==> src/rtl/exc_entry_pkg.sv <==
package exc_entry_pkg;
  localparam int unsigned CODE_W = 4;

  typedef enum logic [CODE_W-1:0] {
    EXC_NONE      = 4'd0,
    EXC_RESET     = 4'd1,
    EXC_BUS       = 4'd2,
    EXC_DATA_PAGE = 4'd3,
    EXC_INSN_PAGE = 4'd4,
    EXC_TICK      = 4'd5,
    EXC_ALIGN     = 4'd6,
    EXC_ILLEGAL   = 4'd7,
    EXC_EXT_IRQ   = 4'd8,
    EXC_DTLB_MISS = 4'd9,
    EXC_ITLB_MISS = 4'd10,
    EXC_RANGE     = 4'd11,
    EXC_SYSCALL   = 4'd12,
    EXC_FPU       = 4'd13,
    EXC_TRAP      = 4'd14,
    EXC_RSVD      = 4'd15
  } exc_code_e;

  // supervision register bits
  localparam int unsigned SR_SUPV      = 0;
  localparam int unsigned SR_TICK_EN   = 1;
  localparam int unsigned SR_IRQ_EN    = 2;
  localparam int unsigned SR_DMMU_EN   = 5;
  localparam int unsigned SR_IMMU_EN   = 6;
  localparam int unsigned SR_DSLOT_EXC = 13;
  localparam int unsigned SR_VEC_HIGH  = 14;

  // power-management register bits
  localparam int unsigned PM_DOZE_EN  = 4;
  localparam int unsigned PM_SLEEP_EN = 5;

  function automatic logic code_ok(logic [CODE_W-1:0] c);
    return (c >= EXC_RESET) && (c <= EXC_TRAP);
  endfunction
endpackage

==> src/rtl/exc_arbiter.sv <==
module exc_arbiter
  import exc_entry_pkg::*;
(
  input  logic              clk_i,
  input  logic              rst_ni,
  input  logic              exc_valid_i,
  input  logic [CODE_W-1:0] exc_code_i,
  input  logic              irq_ext_i,
  input  logic              irq_tick_i,
  input  logic              irq_en_i,
  input  logic              tick_en_i,
  output logic              req_o,
  output logic [CODE_W-1:0] code_o
);
  logic tick_elig, ext_elig;

  assign tick_elig = irq_tick_i & tick_en_i;
  assign ext_elig  = irq_ext_i & irq_en_i;

  always_comb begin
    req_o  = 1'b1;
    code_o = EXC_NONE;
    if (exc_valid_i)    code_o = exc_code_i;
    else if (tick_elig) code_o = EXC_TICK;
    else if (ext_elig)  code_o = EXC_EXT_IRQ;
    else                req_o  = 1'b0;
  end

  p_sync_first_r10: assert property (@(posedge clk_i) disable iff (!rst_ni)
    exc_valid_i |-> (req_o && code_o == exc_code_i));
  p_tick_wins_r9: assert property (@(posedge clk_i) disable iff (!rst_ni)
    (!exc_valid_i && irq_tick_i && tick_en_i) |-> (code_o == EXC_TICK));
  p_gate_r9: assert property (@(posedge clk_i) disable iff (!rst_ni)
    (!exc_valid_i && !(irq_tick_i && tick_en_i) && !(irq_ext_i && irq_en_i)) |-> !req_o);
endmodule

==> src/rtl/exc_vector.sv <==
module exc_vector
  import exc_entry_pkg::*;
#(
  parameter int unsigned          XLEN      = 32,
  parameter int unsigned          VEC_SHIFT = 8,
  parameter logic [XLEN-1:0]      HI_PREFIX = 32'hF000_0000
) (
  input  logic [CODE_W-1:0] code_i,
  input  logic [XLEN-1:0]   evbar_i,
  input  logic              base_en_i,
  input  logic              high_i,
  output logic [XLEN-1:0]   vec_o
);
  localparam int unsigned PAD = XLEN - CODE_W - VEC_SHIFT;

  logic [XLEN-1:0] off;
  assign off = {{PAD{1'b0}}, code_i, {VEC_SHIFT{1'b0}}};

  always_comb begin
    vec_o = off;
    if (base_en_i) vec_o = vec_o | evbar_i;
    if (high_i)    vec_o = vec_o | HI_PREFIX;
  end
endmodule

==> src/rtl/exc_retaddr.sv <==
module exc_retaddr #(
  parameter int unsigned XLEN       = 32,
  parameter int unsigned INSN_BYTES = 4
) (
  input  logic [XLEN-1:0] pc_i,
  input  logic            syscall_i,
  input  logic            dslot_i,
  output logic [XLEN-1:0] epc_o
);
  localparam logic [XLEN-1:0] STEP = XLEN'(INSN_BYTES);

  // syscall resumes after the call; delay slot resumes at the branch
  always_comb begin
    unique case ({syscall_i, dslot_i})
      2'b10:   epc_o = pc_i + STEP;
      2'b01:   epc_o = pc_i - STEP;
      default: epc_o = pc_i;
    endcase
  end
endmodule

==> src/rtl/exc_state.sv <==
module exc_state
  import exc_entry_pkg::*;
#(
  parameter int unsigned     XLEN   = 32,
  parameter logic [XLEN-1:0] SR_RST = 32'h0000_8001
) (
  input  logic              clk_i,
  input  logic              rst_ni,
  input  logic              fire_ok_i,
  input  logic              fire_bad_i,
  input  logic [CODE_W-1:0] code_i,
  input  logic [XLEN-1:0]   pc_i,
  input  logic [XLEN-1:0]   epc_i,
  input  logic [XLEN-1:0]   vec_i,
  input  logic              dslot_i,
  input  logic              sr_we_i,
  input  logic [XLEN-1:0]   sr_wdata_i,
  input  logic              pmr_we_i,
  input  logic [XLEN-1:0]   pmr_wdata_i,
  input  logic              evbar_we_i,
  input  logic [XLEN-1:0]   evbar_wdata_i,
  input  logic              lock_we_i,
  input  logic [XLEN-1:0]   lock_wdata_i,
  output logic [XLEN-1:0]   sr_o,
  output logic [XLEN-1:0]   esr_o,
  output logic [XLEN-1:0]   epcr_o,
  output logic [XLEN-1:0]   eear_o,
  output logic [XLEN-1:0]   pmr_o,
  output logic [XLEN-1:0]   evbar_o,
  output logic [XLEN-1:0]   lock_addr_o,
  output logic [XLEN-1:0]   npc_o,
  output logic              npc_vld_o,
  output logic              dslot_clr_o,
  output logic              err_o
);
  logic [XLEN-1:0] sr_q, esr_q, epcr_q, eear_q, pmr_q, evbar_q, lock_q, npc_q;
  logic            vld_q, dclr_q, err_q;
  logic [XLEN-1:0] sr_entry, pmr_entry;
  logic            wr_open;

  assign wr_open = !(fire_ok_i || fire_bad_i);

  always_comb begin
    sr_entry               = sr_q;
    sr_entry[SR_TICK_EN]   = 1'b0;
    sr_entry[SR_IRQ_EN]    = 1'b0;
    sr_entry[SR_DMMU_EN]   = 1'b0;
    sr_entry[SR_IMMU_EN]   = 1'b0;
    sr_entry[SR_SUPV]      = 1'b1;
    sr_entry[SR_DSLOT_EXC] = dslot_i;
    pmr_entry              = pmr_q;
    pmr_entry[PM_DOZE_EN]  = 1'b0;
    pmr_entry[PM_SLEEP_EN] = 1'b0;
  end

  always_ff @(posedge clk_i or negedge rst_ni) begin
    if (!rst_ni) begin
      sr_q   <= SR_RST;
      pmr_q  <= '0;
      lock_q <= '1;
    end else if (fire_ok_i) begin
      sr_q   <= sr_entry;
      pmr_q  <= pmr_entry;
      lock_q <= '1;
    end else if (wr_open) begin
      if (sr_we_i)   sr_q   <= sr_wdata_i;
      if (pmr_we_i)  pmr_q  <= pmr_wdata_i;
      if (lock_we_i) lock_q <= lock_wdata_i;
    end
  end

  always_ff @(posedge clk_i or negedge rst_ni) begin
    if (!rst_ni) begin
      esr_q  <= '0;
      epcr_q <= '0;
      eear_q <= '0;
      npc_q  <= '0;
    end else if (fire_ok_i) begin
      esr_q  <= sr_q;
      epcr_q <= epc_i;
      npc_q  <= vec_i;
      if (code_i == EXC_ILLEGAL) eear_q <= pc_i;
    end
  end

  always_ff @(posedge clk_i or negedge rst_ni) begin
    if (!rst_ni)         evbar_q <= '0;
    else if (evbar_we_i) evbar_q <= evbar_wdata_i;
  end

  always_ff @(posedge clk_i or negedge rst_ni) begin
    if (!rst_ni) begin
      vld_q  <= 1'b0;
      dclr_q <= 1'b0;
      err_q  <= 1'b0;
    end else begin
      vld_q  <= fire_ok_i;
      dclr_q <= fire_ok_i & dslot_i;
      err_q  <= fire_bad_i;
    end
  end

  assign sr_o        = sr_q;
  assign esr_o       = esr_q;
  assign epcr_o      = epcr_q;
  assign eear_o      = eear_q;
  assign pmr_o       = pmr_q;
  assign evbar_o     = evbar_q;
  assign lock_addr_o = lock_q;
  assign npc_o       = npc_q;
  assign npc_vld_o   = vld_q;
  assign dslot_clr_o = dclr_q;
  assign err_o       = err_q;

  p_esr_copy_r5: assert property (@(posedge clk_i) disable iff (!rst_ni)
    fire_ok_i |=> (esr_q == $past(sr_q)));
  p_eear_hold_r4: assert property (@(posedge clk_i) disable iff (!rst_ni)
    (fire_ok_i && code_i != EXC_ILLEGAL) |=> $stable(eear_q));
  p_lock_inval_r7: assert property (@(posedge clk_i) disable iff (!rst_ni)
    vld_q |-> (lock_q == '1 && !pmr_q[PM_DOZE_EN] && !pmr_q[PM_SLEEP_EN]));
  p_sr_entry_r6: assert property (@(posedge clk_i) disable iff (!rst_ni)
    vld_q |-> (sr_q[SR_SUPV] && !sr_q[SR_IRQ_EN] && !sr_q[SR_TICK_EN]
               && !sr_q[SR_DMMU_EN] && !sr_q[SR_IMMU_EN]));
  p_dslot_mark_r3: assert property (@(posedge clk_i) disable iff (!rst_ni)
    vld_q |-> (sr_q[SR_DSLOT_EXC] == dclr_q));
  p_err_hold_r11: assert property (@(posedge clk_i) disable iff (!rst_ni)
    err_q |-> ($stable(sr_q) && $stable(epcr_q) && !vld_q));
endmodule

==> src/rtl/exc_entry_ctrl.sv <==
module exc_entry_ctrl
  import exc_entry_pkg::*;
#(
  parameter int unsigned     XLEN       = 32,
  parameter int unsigned     VEC_SHIFT  = 8,
  parameter int unsigned     INSN_BYTES = 4,
  parameter logic [XLEN-1:0] HI_PREFIX  = 32'hF000_0000,
  parameter logic [XLEN-1:0] SR_RST     = 32'h0000_8001
) (
  input  logic              clk_i,
  input  logic              rst_ni,
  input  logic [XLEN-1:0]   pc_i,
  input  logic              exc_valid_i,
  input  logic [CODE_W-1:0] exc_code_i,
  input  logic              dslot_i,
  input  logic              irq_ext_i,
  input  logic              irq_tick_i,
  input  logic              take_i,
  input  logic              cfg_evbar_en_i,
  input  logic              sr_we_i,
  input  logic [XLEN-1:0]   sr_wdata_i,
  input  logic              pmr_we_i,
  input  logic [XLEN-1:0]   pmr_wdata_i,
  input  logic              evbar_we_i,
  input  logic [XLEN-1:0]   evbar_wdata_i,
  input  logic              lock_we_i,
  input  logic [XLEN-1:0]   lock_wdata_i,
  output logic              exc_pend_o,
  output logic [XLEN-1:0]   sr_o,
  output logic [XLEN-1:0]   esr_o,
  output logic [XLEN-1:0]   epcr_o,
  output logic [XLEN-1:0]   eear_o,
  output logic [XLEN-1:0]   pmr_o,
  output logic [XLEN-1:0]   evbar_o,
  output logic [XLEN-1:0]   lock_addr_o,
  output logic [XLEN-1:0]   npc_o,
  output logic              npc_vld_o,
  output logic              dslot_clr_o,
  output logic              err_o
);
  logic              req;
  logic [CODE_W-1:0] code;
  logic [XLEN-1:0]   epc, vec;
  logic              fire, fire_ok, fire_bad;

  exc_arbiter u_arb (
    .clk_i       (clk_i),
    .rst_ni      (rst_ni),
    .exc_valid_i (exc_valid_i),
    .exc_code_i  (exc_code_i),
    .irq_ext_i   (irq_ext_i),
    .irq_tick_i  (irq_tick_i),
    .irq_en_i    (sr_o[SR_IRQ_EN]),
    .tick_en_i   (sr_o[SR_TICK_EN]),
    .req_o       (req),
    .code_o      (code)
  );

  exc_retaddr #(.XLEN(XLEN), .INSN_BYTES(INSN_BYTES)) u_ret (
    .pc_i      (pc_i),
    .syscall_i (code == EXC_SYSCALL),
    .dslot_i   (dslot_i),
    .epc_o     (epc)
  );

  exc_vector #(.XLEN(XLEN), .VEC_SHIFT(VEC_SHIFT), .HI_PREFIX(HI_PREFIX)) u_vec (
    .code_i    (code),
    .evbar_i   (evbar_o),
    .base_en_i (cfg_evbar_en_i),
    .high_i    (sr_o[SR_VEC_HIGH]),
    .vec_o     (vec)
  );

  assign fire     = take_i & req;
  assign fire_ok  = fire & code_ok(code);
  assign fire_bad = fire & ~code_ok(code);

  assign exc_pend_o = req;

  exc_state #(.XLEN(XLEN), .SR_RST(SR_RST)) u_state (
    .clk_i         (clk_i),
    .rst_ni        (rst_ni),
    .fire_ok_i     (fire_ok),
    .fire_bad_i    (fire_bad),
    .code_i        (code),
    .pc_i          (pc_i),
    .epc_i         (epc),
    .vec_i         (vec),
    .dslot_i       (dslot_i),
    .sr_we_i       (sr_we_i),
    .sr_wdata_i    (sr_wdata_i),
    .pmr_we_i      (pmr_we_i),
    .pmr_wdata_i   (pmr_wdata_i),
    .evbar_we_i    (evbar_we_i),
    .evbar_wdata_i (evbar_wdata_i),
    .lock_we_i     (lock_we_i),
    .lock_wdata_i  (lock_wdata_i),
    .sr_o          (sr_o),
    .esr_o         (esr_o),
    .epcr_o        (epcr_o),
    .eear_o        (eear_o),
    .pmr_o         (pmr_o),
    .evbar_o       (evbar_o),
    .lock_addr_o   (lock_addr_o),
    .npc_o         (npc_o),
    .npc_vld_o     (npc_vld_o),
    .dslot_clr_o   (dslot_clr_o),
    .err_o         (err_o)
  );

  p_npc_high_r8: assert property (@(posedge clk_i) disable iff (!rst_ni)
    (fire_ok && sr_o[SR_VEC_HIGH]) |=> (npc_o[31:28] == 4'hF));
endmodule

==> config.mk <==
export PLATFORM = sky130hd
export DESIGN_NAME = exc_entry_ctrl
export DESIGN_NICKNAME = d
export VERILOG_FILES = /design/src/rtl/exc_entry_pkg.sv /design/src/rtl/exc_arbiter.sv /design/src/rtl/exc_vector.sv /design/src/rtl/exc_retaddr.sv /design/src/rtl/exc_state.sv /design/src/rtl/exc_entry_ctrl.sv
export SDC_FILE = /design/constraint.sdc
export NUM_CORES = 1
export LEC_CHECK = 0
export BUFFER_PORTS_ARGS = -buffer_cell sky130_fd_sc_hd__buf_2
export CORE_AREA = 2 2 170 172
export CTS_CLUSTER_SIZE = 8
export DETAILED_ROUTE_END_ITERATION = 7
export DIE_AREA = 0 0 172 174
export GPL_ROUTABILITY_DRIVEN = 0
export PLACE_DENSITY = 0.74
export SETUP_SLACK_MARGIN = 0.5
export SLEW_MARGIN = 10
export SYNTH_ARGS = -nofsm -noshare
export SYNTH_HDL_FRONTEND = slang
export SYNTH_SLANG_ARGS = --single-unit
export TNS_END_PERCENT = 100
==> constraint.sdc <==
create_clock -name clk_i -period 3.3 [get_ports clk_i]
set_clock_uncertainty 0.1 [all_clocks]
set_input_delay 0.165 -clock clk_i [delete_from_list [all_inputs] [get_ports clk_i]]
set_output_delay 0.165 -clock clk_i [all_outputs]
set_load 0.02 [all_outputs]
After elaboration in Yosys (flattened, before gate mapping). Index checks and enable logic that the tools add are counted.

Bits in latches: 0. Output and inout port bits: 260. ROM bits: 0. Register bits: 259. Memories kept: 0. Word-level logic and storage cells: 61. Input bits: 176. Memory bits (writable): 0.

Muxes and demuxes: 18. Shift-type cells: 0. Bitwise logic cells: 10. Div/mod/pow operators: 0. Reduce and logical (&&, ||, !) cells: 11. Order comparisons: 2. Multiply operators: 0. Equality and inequality tests: 5. Add/sub/neg operators: 2.

Operators with widths (count): $mux W32 (5); $pmux W32 S2 (1); $mux W14 (3); $add A32 B3 Y32 const B (1); $or A12 B32 Y32 (1); $sub A32 B3 Y32 const B (1); $mux W6 (3); $mux W4 (3); $reduce_and A2 Y1 (4); $and A1 B1 Y1 (6); $reduce_and A3 Y1 (2); $reduce_bool A2 Y1 (3); $eq A4 B3 Y1 const B (1); $eq A4 B4 Y1 const B (1); $ge A4 B1 Y1 const B (1); $le A4 B4 Y1 const B (1); $mux W1 (3); $not A1 Y1 (3); $eq A2 B1 Y1 const B (1); $eq A2 B2 Y1 const B (1); $ne A2 B1 Y1 const B (1); $logic_and A1 B1 Y1 (1); $logic_or A1 B1 Y1 (1).

Logic depth before layout (Yosys ltp).
Depth after elaboration: 11. Mapped depth: 17. Gate-level depth less buffers: 12.

Hierarchy. From an unflattened synthesis, not the netlist that was laid out.

Cells, all modules: 1120. Area total of the unflattened synthesis: 12879.9 µm².

By module, submodules not included: exc_state (area an instance 9788.1 µm², cells each 632, sequential area each 6523.8 µm², instances 1); exc_retaddr (area an instance 2762.6 µm², cells each 435, sequential area each 0.0 µm², instances 1); exc_vector (area an instance 227.7 µm², cells each 35, sequential area each 0.0 µm², instances 1); exc_arbiter (area an instance 61.3 µm², cells each 11, sequential area each 0.0 µm², instances 1); exc_entry_ctrl (area an instance 40.0 µm², cells each 7, sequential area each 0.0 µm², instances 1).

Worst setup path before layout. Ideal clock, no wire load.

Path kind: input to register. Start point: input exc_valid_i. End point: register u_state.epcr_q[28], in the netlist u_state.epcr_o[28]. Stages: 17. Path slack: -0.275 ns. Data arrival time: 3.393 ns. Path through: buf_2 -> nand4_1 -> ha_1 -> buf_4 -> buf_6 -> buf_2 -> buf_2 -> buf_1 -> xor2_1 -> ha_1 -> and3b_1 -> o21ai_4 -> a22oi_1 -> o211a_1 -> o21a_1 -> or4_1 -> a31oi_1.

Word-level cells in the longest chain between the ends: 4. Elaborated cells on any way between the ends: 11. Classes of those cells: 2 x order compare; 3 x eq/ne; 3 x mux; 2 x bitwise; 1 x reduce/logical.

RTL lines: from (decl) (line exc_entry_ctrl.sv:13) `input logic exc_valid_i,`; $mux W4 (line exc_arbiter.sv:23) `if (exc_valid_i) code_o = exc_code_i;`; $ge A4 B1 Y1, or another cell as far along (line exc_entry_pkg.sv:37) `return (c >= EXC_RESET) && (c <= EXC_TRAP);`; $logic_and A1 B1 Y1, or another cell as far along (line exc_entry_pkg.sv:37); $and A1 B1 Y1 or $pmux W32 S2 (tied branches) (line exc_entry_ctrl.sv:75, exc_retaddr.sv:14); to (signal assigned) (line exc_state.sv:80) `epcr_q <= epc_i;`; to (decl) (line exc_state.sv:36) `logic [XLEN-1:0] sr_q, esr_q, epcr_q, eear_q, pmr_q, evbar_q, lock_q, npc_q;`.

Parallel ways exist; a longest one is shown, timed or not. A chain may end at the register's enable or synchronous reset.

Final worst setup path.
Start point: register u_state.sr_q[1], in the netlist u_state.sr_o[1]. End point: register u_state.eear_q[24], in the netlist u_state.eear_o[24].

Word-level cells in the longest chain between the ends: 7. Elaborated cells on any way between the ends: 12. Classes of those cells: 2 x order compare; 1 x eq/ne; 4 x mux; 3 x bitwise; 2 x reduce/logical.

RTL lines: from (decl) (line exc_state.sv:36); from (signal assigned) (line exc_state.sv:62) `sr_q <= sr_entry;`; from (signal assigned) (line exc_state.sv:66) `if (sr_we_i) sr_q <= sr_wdata_i;`; $and A1 B1 Y1 (*) (line exc_arbiter.sv:17) `assign tick_elig = irq_tick_i & tick_en_i;`; $mux W4 (line exc_arbiter.sv:24) `else if (tick_elig) code_o = EXC_TICK;`; $mux W4 (line exc_arbiter.sv:23); $ge A4 B1 Y1 or $le A4 B4 Y1 (tied branches) (line exc_entry_pkg.sv:37); $logic_and A1 B1 Y1 (line exc_entry_pkg.sv:37); $and A1 B1 Y1 (line exc_entry_ctrl.sv:75) `assign fire_ok = fire & code_ok(code);`; $reduce_and A2 Y1 (no line) (*); to (signal assigned) (line exc_state.sv:82) `if (code_i == EXC_ILLEGAL) eear_q <= pc_i;`; to (decl) (line exc_state.sv:36).

Every way passes the cells marked *; elsewhere a longest branch is shown, timed or not.

==> results.sh <==
export IMPL_start_kind="flip-flop"
export IMPL_die_h_um=174
export IMPL_crit_chain="a21oi_1 > a32o_1 > o221ai_4 > nor3_2 > buf_4 > mux2_2"
export IMPL_antenna_found_initial=4
export IMPL_p_leak_nw=8.74
export IMPL_wl_um=46000
export IMPL_synthesis_area_mm2=0.0126
export IMPL_synth_nets=1490
export IMPL_globalRouteTotalUtil=0.303
export IMPL_cts_made_buffers=38
export IMPL_ys_seq_area_frac=0.518
export IMPL_drive_gt1_frac=0.351
export IMPL_hold_depth=3
export IMPL_nFillCells=2172
export IMPL_hp_class="input pin to flip-flop"
export IMPL_area_growth_pct=42.2
export IMPL_nets=2058
export IMPL_boundaryPins=436
export IMPL_rrSetupSlack_ns=0.60
export IMPL_clock_path_buffers=3
export IMPL_endpoint_kind="flip-flop"
export IMPL_routedWlPerCell_um=20.1
export IMPL_drtIter0Drc=955
export IMPL_vias_per_cell=5.58
export IMPL_ff2ff_path_depth=6
export IMPL_finalSetupTns_ns=0
export IMPL_core_area_mm2=0.0282
export IMPL_clockRootBuffer="clkbuf_16"
export IMPL_setup_ws_ns=0.600
export IMPL_vias=12700
export IMPL_grt_max_degree=95
export IMPL_gr_total_overflow=0
export IMPL_cp_required_ns=3.59
export IMPL_synthArstFlopShare=1.00
export IMPL_syn_avg_cell_area_um2=9.60
export IMPL_rsz0062_at_grt="yes"
export IMPL_post_route_min_period_ns=2.70
export IMPL_ir_drop_uv=656
export IMPL_yosysTopAreaCell="dfrtp_1"
export IMPL_cp_top_family="compound AO/OA/AOI/OAI gates"
export IMPL_synth_cells=1311
export IMPL_dp_final_hpwl_um=28600
export IMPL_io_buffers=435
export IMPL_drc_errors=0
export IMPL_num_rows=62
export IMPL_grt_pass1_wl_um=70900
export IMPL_hold_violations=0
export IMPL_htreeDepth=2
export IMPL_synth_cell_types=83
export IMPL_postRouteAntennaNets=0
export IMPL_multi_input_area_mm2=0.00562
export IMPL_clock_sinks=259
export IMPL_clkSlewWorstSetupHoldPaths_ns=0.05
export IMPL_synth_top_flop_cell="dfrtp_1"
export IMPL_p_per_area_mw_per_mm2=608
export IMPL_first_global_vias=12800
export IMPL_yosys_top_cells_area="dfrtp_1 (45%), nand2_1 (9.1%), mux2_2 (8.5%)"
export IMPL_post_route_period_util=0.818
export IMPL_outcome="finished, final reports clean"
export IMPL_cpPeakStageDelay_ns=0.53
export IMPL_worst_path_buf_inv=1
export IMPL_die_width_um=172
export IMPL_worstSkewPairLatency_ns=0.53
export IMPL_ys_warnings_count=0
export IMPL_cp_max_fo=32
export IMPL_crit_slowest_cell="dfrtp_1"
export IMPL_cap_viol_max_count=0
export IMPL_final_core_utilization=0.634
export IMPL_synth_edf_count=0
export IMPL_critical_path_depth=6
export IMPL_cp_arrival_ns=2.99
export IMPL_yosysTopAreaCellShare=0.447
export IMPL_slew_violations=0
export IMPL_die_area_mm2=0.0299
export IMPL_pre_cts_ws_ns=0.0688
export IMPL_cts_tree="yes"
export IMPL_setup_viol=0
export IMPL_worst_pin_slew_ns=0.799
export IMPL_firstDrtPassIters=5
export IMPL_fmax_mhz=370
export IMPL_regArea_mm2=0.00652
export IMPL_initial_utilization=0.446
export IMPL_slew_headroom=0.467
export IMPL_path_class="flip-flop to flip-flop"
export IMPL_synth_seq_cells=259
export IMPL_whs_ns=0.0260
## state kept, by name, summed over array words and instances, names as in the netlist
| name | flops |
|---|---|
| u_state.dslot_clr_o | 1 |
| u_state.eear_o | 32 |
| u_state.epcr_o | 32 |
| u_state.err_o | 1 |
| u_state.esr_o | 32 |
| u_state.evbar_o | 32 |
| u_state.lock_addr_o | 32 |
| u_state.npc_o | 32 |
| u_state.npc_vld_o | 1 |
| u_state.pmr_o | 32 |
| u_state.sr_o | 32 |
## report_power, final
part | total (mW) | switching [mW] | internal (mW)
logic | 3.07 | 1.97 | 1.10
clock network | 3.61 | 1.43 | 2.18
registers | 4.22 | 0.407 | 3.81
## placed cells by master (no fill, tap or decap), types with 9 or more instances in the layout
master and count:
a21oi_1 66, a31oi_1 9, and3_1 9, buf_2 434
buf_4 26, clkbuf_1 15, clkbuf_16 39, dfrtp_1 225
dfstp_2 34, dlygate4sd3_1 165, mux2_2 95, nand2_1 303
nand3_1 45, nor2_1 99, nor3_1 16, o21a_1 10
o21ai_0 43, o21ai_1 13, o22ai_1 10, o31a_1 10
o31ai_1 10, or3_1 14, xnor2_1 16
## per-stage QoR
stage	instance area (µm²)	std cells	power (mW)
3_5_place_dp	15200	2057	7.03
5_1_grt	17900	2283	11.3
2_1_floorplan	12600	1311	5.84
4_1_cts	17900	2279	10.8
3_3_place_gp	15200	2057	6.96
6_report	17900	2283	10.9
## synthesized netlist by cell type (5+ instances only)
cell        n
xnor2_1    16
and3_1      9
mux2_2     95
nand3b_1    5
o31a_1     10
dfrtp_1   225
o22ai_1    10
inv_1       8
nand2_1   304
o21a_1     10
a21oi_1    66
buf_4       6
dfstp_2    34
a211o_1     5
or3_1      14
nand4_1     7
nor4_1      7
o21ai_1    13
nand3_1    45
a31oi_1     9
a21o_1      8
a22oi_1     6
nor2b_1     5
o211ai_1    5
buf_1      17
a211oi_1    8
nor2_1    100
o31ai_1    10
o21ai_0    43
or4b_1      5
or4_1       8
xor2_1      5
clkbuf_1   62
and2_1      6
o22a_1      8
buf_2      15
nor3_1     17
## layer usage
layer | routed length, µm | track usage | vias up
met5 | 13 | 0 | -
met4 | 2870 | 0.175 | 2
met3 | 4460 | 0.0934 | 190
met2 | 21700 | 0.490 | 708
met1 | 16900 | 0.354 | 6146
li1 | - | - | 5690
## final timing paths
check                                         end              start
max reg2reg                    u_state.eear_o[24]    u_state.sr_o[1]
max in group asynchronous  u_state.lock_addr_o[2]             rst_ni
max                            u_state.eear_o[24]    u_state.sr_o[1]
min reg2reg                     u_state.npc_o[20]  u_state.npc_o[20]
min                            u_state.epcr_o[10]           pc_i[10]
min in group asynchronous      u_state.epcr_o[13]             rst_ni
## kinds of logic after synthesis
logic type,synth area share
simple gates,0.198
flops,0.518
compound gates,0.138
buf+inv,0.0396
mux,0.0881
xor+xnor,0.0146
fa+ha+maj,0.00298
## worst register-to-register path: cells and delay by family, from the launching register on
| family | cells | cell delay, ns |
|---|---|---|
| AOI/OAI and AO/OA | 3 | 0.93 |
| muxes | 1 | 0.45 |
| and+or+nand+nor | 1 | 0.14 |
| buffers and inverters | 1 | 0.42 |
| DFF | 1 | 0.53 |
## layout make-up
type / instances / area share
sequential: 259 / 0.364
multi-input combinational: 938 / 0.314
timing repair buffer: 632 / 0.232
clock buffer: 55 / 0.0584
tap: 384 / 0.0268
inverter: 10 / 0.00238
clock inverter: 2 / 0.00161
antenna: 3 / 0.000419
## timing repair
| item | in CTS | in global routing |
|---|---|---|
| hold buffers | 165 | 0 |
| endpoints found under the setup margin | 0 | 5 |
| setup buffers | 0 | 1 |
| gates resized for setup | 0 | 3 |
| endpoints found under the hold margin | 261 | 0 |
Power figures use the tool's default switching activity.
